### src/rtl/prescaler_pkg.sv
package prescaler_pkg;

    parameter int CFG_W  = 32;
    parameter int M_W    = 12;
    parameter int N_W    = 4;
    parameter int N_LSB  = M_W;
    parameter int USED_W = N_W + M_W;

    typedef struct packed {
        logic [N_W-1:0] n;
        logic [M_W-1:0] m;
    } div_cfg_t;

    localparam logic [N_W-1:0] RST_N_VAL = N_W'(1);
    localparam logic [M_W-1:0] RST_M_VAL = M_W'(9);

    function automatic div_cfg_t unpack_cfg(input logic [CFG_W-1:0] w);
        div_cfg_t c;
        c.n = w[N_LSB +: N_W];
        c.m = w[0 +: M_W];
        return c;
    endfunction

endpackage

### src/rtl/prescale_cfg_reg.sv
module prescale_cfg_reg
    import prescaler_pkg::*;
(
    input  logic             clk,
    input  logic             rst_n,
    input  logic             wr_en,
    input  logic [CFG_W-1:0] wr_word,
    output div_cfg_t         cfg
);

    typedef struct packed {
        div_cfg_t cfg;
    } state_t;

    state_t st_d, st_q;

    always_comb begin
        st_d = st_q;
        if (wr_en) begin
            st_d.cfg = unpack_cfg(wr_word);
        end
    end

    always_ff @(posedge clk) begin
        if (!rst_n) begin
            st_q.cfg.n <= RST_N_VAL;
            st_q.cfg.m <= RST_M_VAL;
        end else begin
            st_q <= st_d;
        end
    end

    assign cfg = st_q.cfg;

endmodule

### src/rtl/prescale_pow2_stage.sv
module prescale_pow2_stage #(
    parameter int N_W = 4,
    localparam int CNT_W = 1 << N_W,
    localparam int SH_W  = N_W + 1
) (
    input  logic           clk,
    input  logic           rst_n,
    input  logic           restart,
    input  logic [N_W-1:0] n_sel,
    output logic           term
);

    typedef struct packed {
        logic [CNT_W-1:0] cnt;
    } state_t;

    state_t           st_d, st_q;
    logic [SH_W-1:0]  shamt;
    logic [CNT_W-1:0] limit;

    always_comb begin
        // Terminal count is 2^(N+1)-1; a shift of CNT_W leaves all ones.
        shamt = {1'b0, n_sel} + SH_W'(1);
        limit = ~({CNT_W{1'b1}} << shamt);
        term  = (st_q.cnt == limit);
        st_d  = st_q;
        if (restart || term) begin
            st_d.cnt = '0;
        end else begin
            st_d.cnt = st_q.cnt + CNT_W'(1);
        end
    end

    always_ff @(posedge clk) begin
        if (!rst_n) begin
            st_q.cnt <= '0;
        end else begin
            st_q <= st_d;
        end
    end

endmodule

### src/rtl/prescale_mod_stage.sv
module prescale_mod_stage #(
    parameter int M_W = 12
) (
    input  logic           clk,
    input  logic           rst_n,
    input  logic           restart,
    input  logic           step,
    input  logic [M_W-1:0] m_sel,
    output logic           term
);

    typedef struct packed {
        logic [M_W-1:0] cnt;
    } state_t;

    state_t st_d, st_q;

    always_comb begin
        term = (st_q.cnt == m_sel);
        st_d = st_q;
        if (restart) begin
            st_d.cnt = '0;
        end else if (step) begin
            st_d.cnt = term ? '0 : st_q.cnt + M_W'(1);
        end
    end

    always_ff @(posedge clk) begin
        if (!rst_n) begin
            st_q.cnt <= '0;
        end else begin
            st_q <= st_d;
        end
    end

endmodule

### src/rtl/tick_prescaler.sv
module tick_prescaler
    import prescaler_pkg::*;
(
    input  logic             clk,
    input  logic             rst_n,
    input  logic             cfg_we,
    input  logic [CFG_W-1:0] cfg_wdata,
    output logic [CFG_W-1:0] cfg_rdata,
    input  logic             use_prescaled,
    output logic             tick_o,
    output logic             periph_en_o
);

    typedef struct packed {
        logic tick;
    } state_t;

    state_t   st_d, st_q;
    div_cfg_t cfg;
    logic     pow_term;
    logic     mod_term;

    prescale_cfg_reg u_cfg (
        .clk     (clk),
        .rst_n   (rst_n),
        .wr_en   (cfg_we),
        .wr_word (cfg_wdata),
        .cfg     (cfg)
    );

    prescale_pow2_stage #(.N_W(N_W)) u_pow2 (
        .clk     (clk),
        .rst_n   (rst_n),
        .restart (cfg_we),
        .n_sel   (cfg.n),
        .term    (pow_term)
    );

    prescale_mod_stage #(.M_W(M_W)) u_mod (
        .clk     (clk),
        .rst_n   (rst_n),
        .restart (cfg_we),
        .step    (pow_term),
        .m_sel   (cfg.m),
        .term    (mod_term)
    );

    always_comb begin
        st_d      = st_q;
        st_d.tick = pow_term && mod_term && !cfg_we;
    end

    always_ff @(posedge clk) begin
        if (!rst_n) begin
            st_q.tick <= 1'b0;
        end else begin
            st_q <= st_d;
        end
    end

    generate
        if (CFG_W > USED_W) begin : g_pad
            assign cfg_rdata = {{(CFG_W-USED_W){1'b0}}, cfg};
        end else begin : g_nopad
            assign cfg_rdata = CFG_W'(cfg);
        end
    endgenerate

    assign tick_o      = st_q.tick;
    assign periph_en_o = use_prescaled ? st_q.tick : 1'b1;

endmodule

### config.mk
export PLATFORM = sky130hd
export DESIGN_NAME = tick_prescaler
export DESIGN_NICKNAME = d
export VERILOG_FILES = /design/src/rtl/prescaler_pkg.sv /design/src/rtl/prescale_cfg_reg.sv /design/src/rtl/prescale_pow2_stage.sv /design/src/rtl/prescale_mod_stage.sv /design/src/rtl/tick_prescaler.sv
export SDC_FILE = /design/constraint.sdc
export NUM_CORES = 1
export LEC_CHECK = 0
export BUFFER_PORTS_ARGS = -buffer_cell sky130_fd_sc_hd__buf_4
export CORE_UTILIZATION = 50
export DETAILED_ROUTE_END_ITERATION = 12
export GPL_TIMING_DRIVEN = 0
export PLACE_DENSITY = 0.75
export SLEW_MARGIN = 20
export SYNTH_ARGS = -nofsm -noshare
export SYNTH_HDL_FRONTEND = slang
export SYNTH_HIERARCHICAL = 1
export SYNTH_SLANG_ARGS = --single-unit
### constraint.sdc
create_clock -name clk -period 4.9 [get_ports clk]
set_input_delay 0.49 -clock clk [delete_from_list [all_inputs] [get_ports clk]]
set_output_delay 0.49 -clock clk [all_outputs]
set_load 0.02 [all_outputs]
Word level (Yosys, flattened, before mapping):

Cells that the tools add are included.

* bits in registers: 45
* input port bits: 36
* logic and storage cells: 21

* $add $sub $neg: 3
* eq/ne operators: 2
* shift-type cells: 1
* muxes and demuxes: 2
* bitwise gates (word level): 2
* reductions and logical operators: 6

Operators by type and width (number)
* 16-bit by 1-bit adder with 16-bit output (second input constant): 1
* 16-bit == test: 1
* 16-bit inverter: 1
* 16-bit by 5-bit left shift with 16-bit output (first input constant): 1
* 12-bit by 1-bit adder with 12-bit output (second input constant): 1
* 12-bit == test: 1
* 12-bit two-way mux: 1
* 4-bit by 1-bit adder with 5-bit output (second input constant): 1
* 2-bit OR reduction: 2
* 1-bit logical AND: 2
* 1-bit zero test: 1
* 1-bit logical OR: 1
* 1-bit two-way mux: 1
* 1-bit inverter: 1

Longest topological paths before layout:

* word-level depth: 6
* depth in mapped cells: 15
* gate-level depth less buffers: 12

By module:

Netlist, hierarchy kept.

Modules (own cells, without submodules)
* prescale_pow2_stage: times used 1, cells an instance 179, area an instance 1398.8 um^2, sequential area each 320.3 um^2
* prescale_mod_stage: times used 1, cells an instance 85, area an instance 758.2 um^2, sequential area each 240.2 um^2
* prescale_cfg_reg: times used 1, cells an instance 51, area an instance 608.1 um^2, sequential area each 320.3 um^2
* tick_prescaler: times used 1, cells an instance 20, area an instance 160.2 um^2, sequential area each 20.0 um^2

Worst setup path before layout:

Ideal clock, no wire load.

* path type: flip-flop to flip-flop
* start: reg, netlist name u_cfg/cfg[13]
* end: reg u_mod/st_q[11] in the netlist's numbering
* arrival: 3.842 ns
* required time: 4.821 ns
* setup slack: 0.979 ns
* stages on the path, launching flop included: 15
* path buffers: 3
* period minus slack after synthesis: 3.921 ns
* cells stage by stage: dfxtp_1 ha_1 ha_1 buf_6 nor4b_1 nor3b_1 a21oi_1 or4_2 a211oi_1 buf_6 and3_1 buf_6 nand3_4 or4_4 a211oi_2

* word-level cells in the longest chain between the ends: 4

RTL lines
* 4-bit by 1-bit adder with 5-bit output: line prescale_pow2_stage.sv:23 `shamt = {1'b0, n_sel} + SH_W'(1);`
* 16-bit by 5-bit left shift with 16-bit output: line prescale_pow2_stage.sv:24 `limit = ~({CNT_W{1'b1}} << shamt);`
* 16-bit inverter: line prescale_pow2_stage.sv:24
* 16-bit == test: line prescale_pow2_stage.sv:25 `term = (st_q.cnt == limit);`
* net pow_term: line tick_prescaler.sv:20 `logic pow_term;`
* to (signal assigned): line prescale_mod_stage.sv:32 `st_q <= st_d;`
* to (decl): line prescale_mod_stage.sv:16 `state_t st_d, st_q;`

The timed path passes the listed nets, and every way through them passes these cells.
A chain may end at the register's enable or synchronous reset.

Worst setup path after layout:

* start: reg, netlist name u_cfg/cfg[12]
* end: reg u_mod/st_q[11] in the netlist's numbering

* word-level cells in the longest chain between the ends: 4

RTL lines (line)
* 4-bit by 1-bit adder with 5-bit output: prescale_pow2_stage.sv:23
* 16-bit by 5-bit left shift with 16-bit output: prescale_pow2_stage.sv:24
* 16-bit inverter: prescale_pow2_stage.sv:24
* 16-bit == test: prescale_pow2_stage.sv:25
* net pow_term: tick_prescaler.sv:20

The timed path passes the listed nets, and every way through them passes these cells.

==> results.md <==
* Port buffer count at 37
* Pin count of the biggest net entering global routing at 14
* Synth async-reset ratio at 0%
* Worst-margin pin slew at around 0.62 ns
* Busiest grt layer: met2
* Sequential fraction of the synthesis area at a little under a third
* Fill count at 510
* Area Overhead vs Synth at 17.28%
* Post-synth EDFFs at 0
* Vias at 2557
* WL final at between 6000 and 7000 µm
* Clk buf depth at 2
* Critical Path Start Type: flip-flop
* Critical Path AT at 4.52 ns
* Crit path from: u_cfg/cfg[12]$_SDFFE_PN1P_
* Hold_buf cts at 0
* Synth Area per Inst at 8.732 µm²
* Worst hold path class: in2reg
* Most common cell after layout, fill and taps aside: buf_4
* Endpoints failing setup at 0
* Total global routing track utilization at 22.79%
* Initial cell density of the core at 52.48%
* Vias/cell at 5.487
* Leakage at 1.404 nW
* Slew headroom at about 58%
* Clock Sinks at 45
* Multi-input logic area at 1763 µm²
* Core area at 5574 µm²
* CP endpoint kind: flip-flop
* Status: finished clean
* Synth Instances at 335
* Final Wtd Congestion at 0.9851
* Seq cells post-synth at 45
* Final Max Tran Viols at 0
* CTS tree: built
* Final-report hold violation count at 0
* HPWL Detailed at 4941 µm
* RSZ-0062 raised after global routing: false
* Mapped cell area at ~3000 µm²
* DRC Markers at 0
* Register area at 900.9 µm²
* Worst-path clk slew at around 0.090 ns
* Root Driver: clkbuf_8
* M1 GR Usage at 30.23%
* Most frequent cells in the layout: buf_4 (54), dfxtp_1 (45), nand2_1 (32)
* Initial antenna violation count at 0
* Ys flop type: dfxtp_1
* Fin crit share at between 80 and 90%
* Fin nets at 435
* Setup TNS Final at 0 ns
* Cell variety after synth at 63
* Post-CTS resize count at 0
* Antenna Cells at 0
* Top Ports at 70
* Crit path kind: reg2reg
* DR pass1 iterations at 4
* Row count at 27
* Die Y at 78.49 µm
* Total die area at between 6000 and 7000 µm²
* Hold Crit Start: cfg_wdata[12]
* Initial DRC Count at 220
* GRT met3 Usage at 4.070%
* Gr ovfl total at 0
* Maximum clock rate at ~230 MHz
* Reg-to-Reg Start: u_cfg/cfg[12]$_SDFFE_PN1P_
* Tot Pwr at 0.7529 mW
* Met2 Track Usage GR at between 30 and 40%
* Die Wd at 78.49 µm
* Critical Path RT at 5.12 ns
* Pre-CTS WS at 0.6580 ns
* Synthesis warning total at 6
* P per Cell Area at 219.5 nW/µm²
* First-pass GRT wire length at between 10000 and 15000 µm
* Layout cells sized above 1 at between 20 and 25%
* Final setup margin at 0.6010 ns
* # Post-CTS Setup Buffers at 0
* H-tree Lvls at 2
* Crit path time final at 4.299 ns
* Post-route ant nets at 0
* Worst-Skew Late Latency at about 0.29 ns
* Via count of the first global-routing pass at between 2000 and 2500
* Crit Path Max Fanout at 10
* Worst Skew at 0.007411 ns
* Max Cap Viol at 0
* Routed wire per std cell at 14.00 µm
* CTS buffer count at 5
* Worst vdd ir at roughly 0.16 mV
==> Yosys cell counts (3+ instances only) <==
cell type   n  area share [%]
a21oi_1     3            0.51
a31oi_1     4            0.86
and3_1      6             1.3
buf_2       3            0.51
buf_4      17             4.4
buf_6       7             2.7
clkbuf_1    6            0.77
dfxtp_1    45              31
ha_1        5             2.1
inv_1       9             1.2
mux2i_1    19             6.5
nand2_1    32             4.1
nand2b_1    3            0.64
nand3_1    16             2.7
nand4_1    11             2.4
nor2_1     25             3.2
nor2b_1    17             3.6
nor3_1     10             1.7
o21ai_0     6             1.0
xnor2_1    27             8.1
xor2_1      9             2.7
==> through the flow <==
step / hold WS (ns) / instance area, µm² / utilization, % / std cells
after CTS: 0.4149 / 3431 / 61.55 / 466
after global placement: 0.5089 / 3349 / 60.09 / 459
final: 0.4206 / 3431 / 61.55 / 466
after detailed placement: 0.5176 / 3349 / 60.09 / 459
after global routing: 0.4142 / 3431 / 61.55 / 466
after floorplan: 0.4905 / 2982 / - / 350
==> worst max-delay path: stages (launching register included) <==
cell and delay (ns):
dfxtp_1 0.49, ha_1 0.30, ha_1 0.27, buf_6 0.14, nor4b_1 0.45, nor3b_1 0.24, a21oi_1 0.06, or4_2 0.68
a211oi_1 0.35, buf_6 0.19, and3_1 0.16, buf_6 0.13, nand3_4 0.07, or4_4 0.48, a211oi_2 0.21
==> sequential cells by signal (all words and copies together), names as in the netlist <==
signal / flops
u_pow2/st_q: 16
u_cfg/cfg: 16
tick_o: 1
u_mod/st_q: 12
==> final cells by class <==
| cell class | count | area share (%) |
|---|---|---|
| multi-input combinational | 261 | 51.39 |
| sequential | 45 | 26.26 |
| buffer | 35 | 8.279 |
| timing repair buffer | 37 | 8.096 |
| tap | 72 | 2.626 |
| clock buffer | 6 | 2.115 |
| inverter | 9 | 0.9847 |
| clock inverter | 1 | 0.2553 |
==> where the power goes <==
group          internal, mW  switching, mW
sequential            0.374         0.0114
combinational        0.0710         0.0763
clock                0.0990          0.121
total                 0.544          0.209
==> layer usage <==
layer,wire (µm),up-vias
met5,0,-
met4,112,0
met3,398,12
met2,2910,96
met1,3101,1198
li1,-,1251
==> worst paths after layout <==
check	cells past startpoint	to	slack, ns
worst min-delay path	3	u_cfg/cfg[12]$_SDFFE_PN1P_	0.42
worst max register to register	14	u_mod/st_q[11]$_SDFFE_PP0P_	0.60
worst min register to register	2	u_mod/st_q[11]$_SDFFE_PP0P_	0.53
worst max-delay path	14	u_mod/st_q[11]$_SDFFE_PP0P_	0.60
==> kinds of logic (layout without fill, tap and decap cells) <==
logic type	count (synthesis)	count (layout)	synth area share, %
AOI/OAI and AO/OA	37	37	9.880
xor gates and xnor gates	36	36	10.78
adders and majority gates	5	5	2.139
buffers and inverters	44	88	10.86
DFF	45	45	30.80
muxes	21	21	7.784
other	1	16	0.1282
and+or+nand+nor	146	146	27.63
Note: power is estimated with default switching activity, not from simulation.
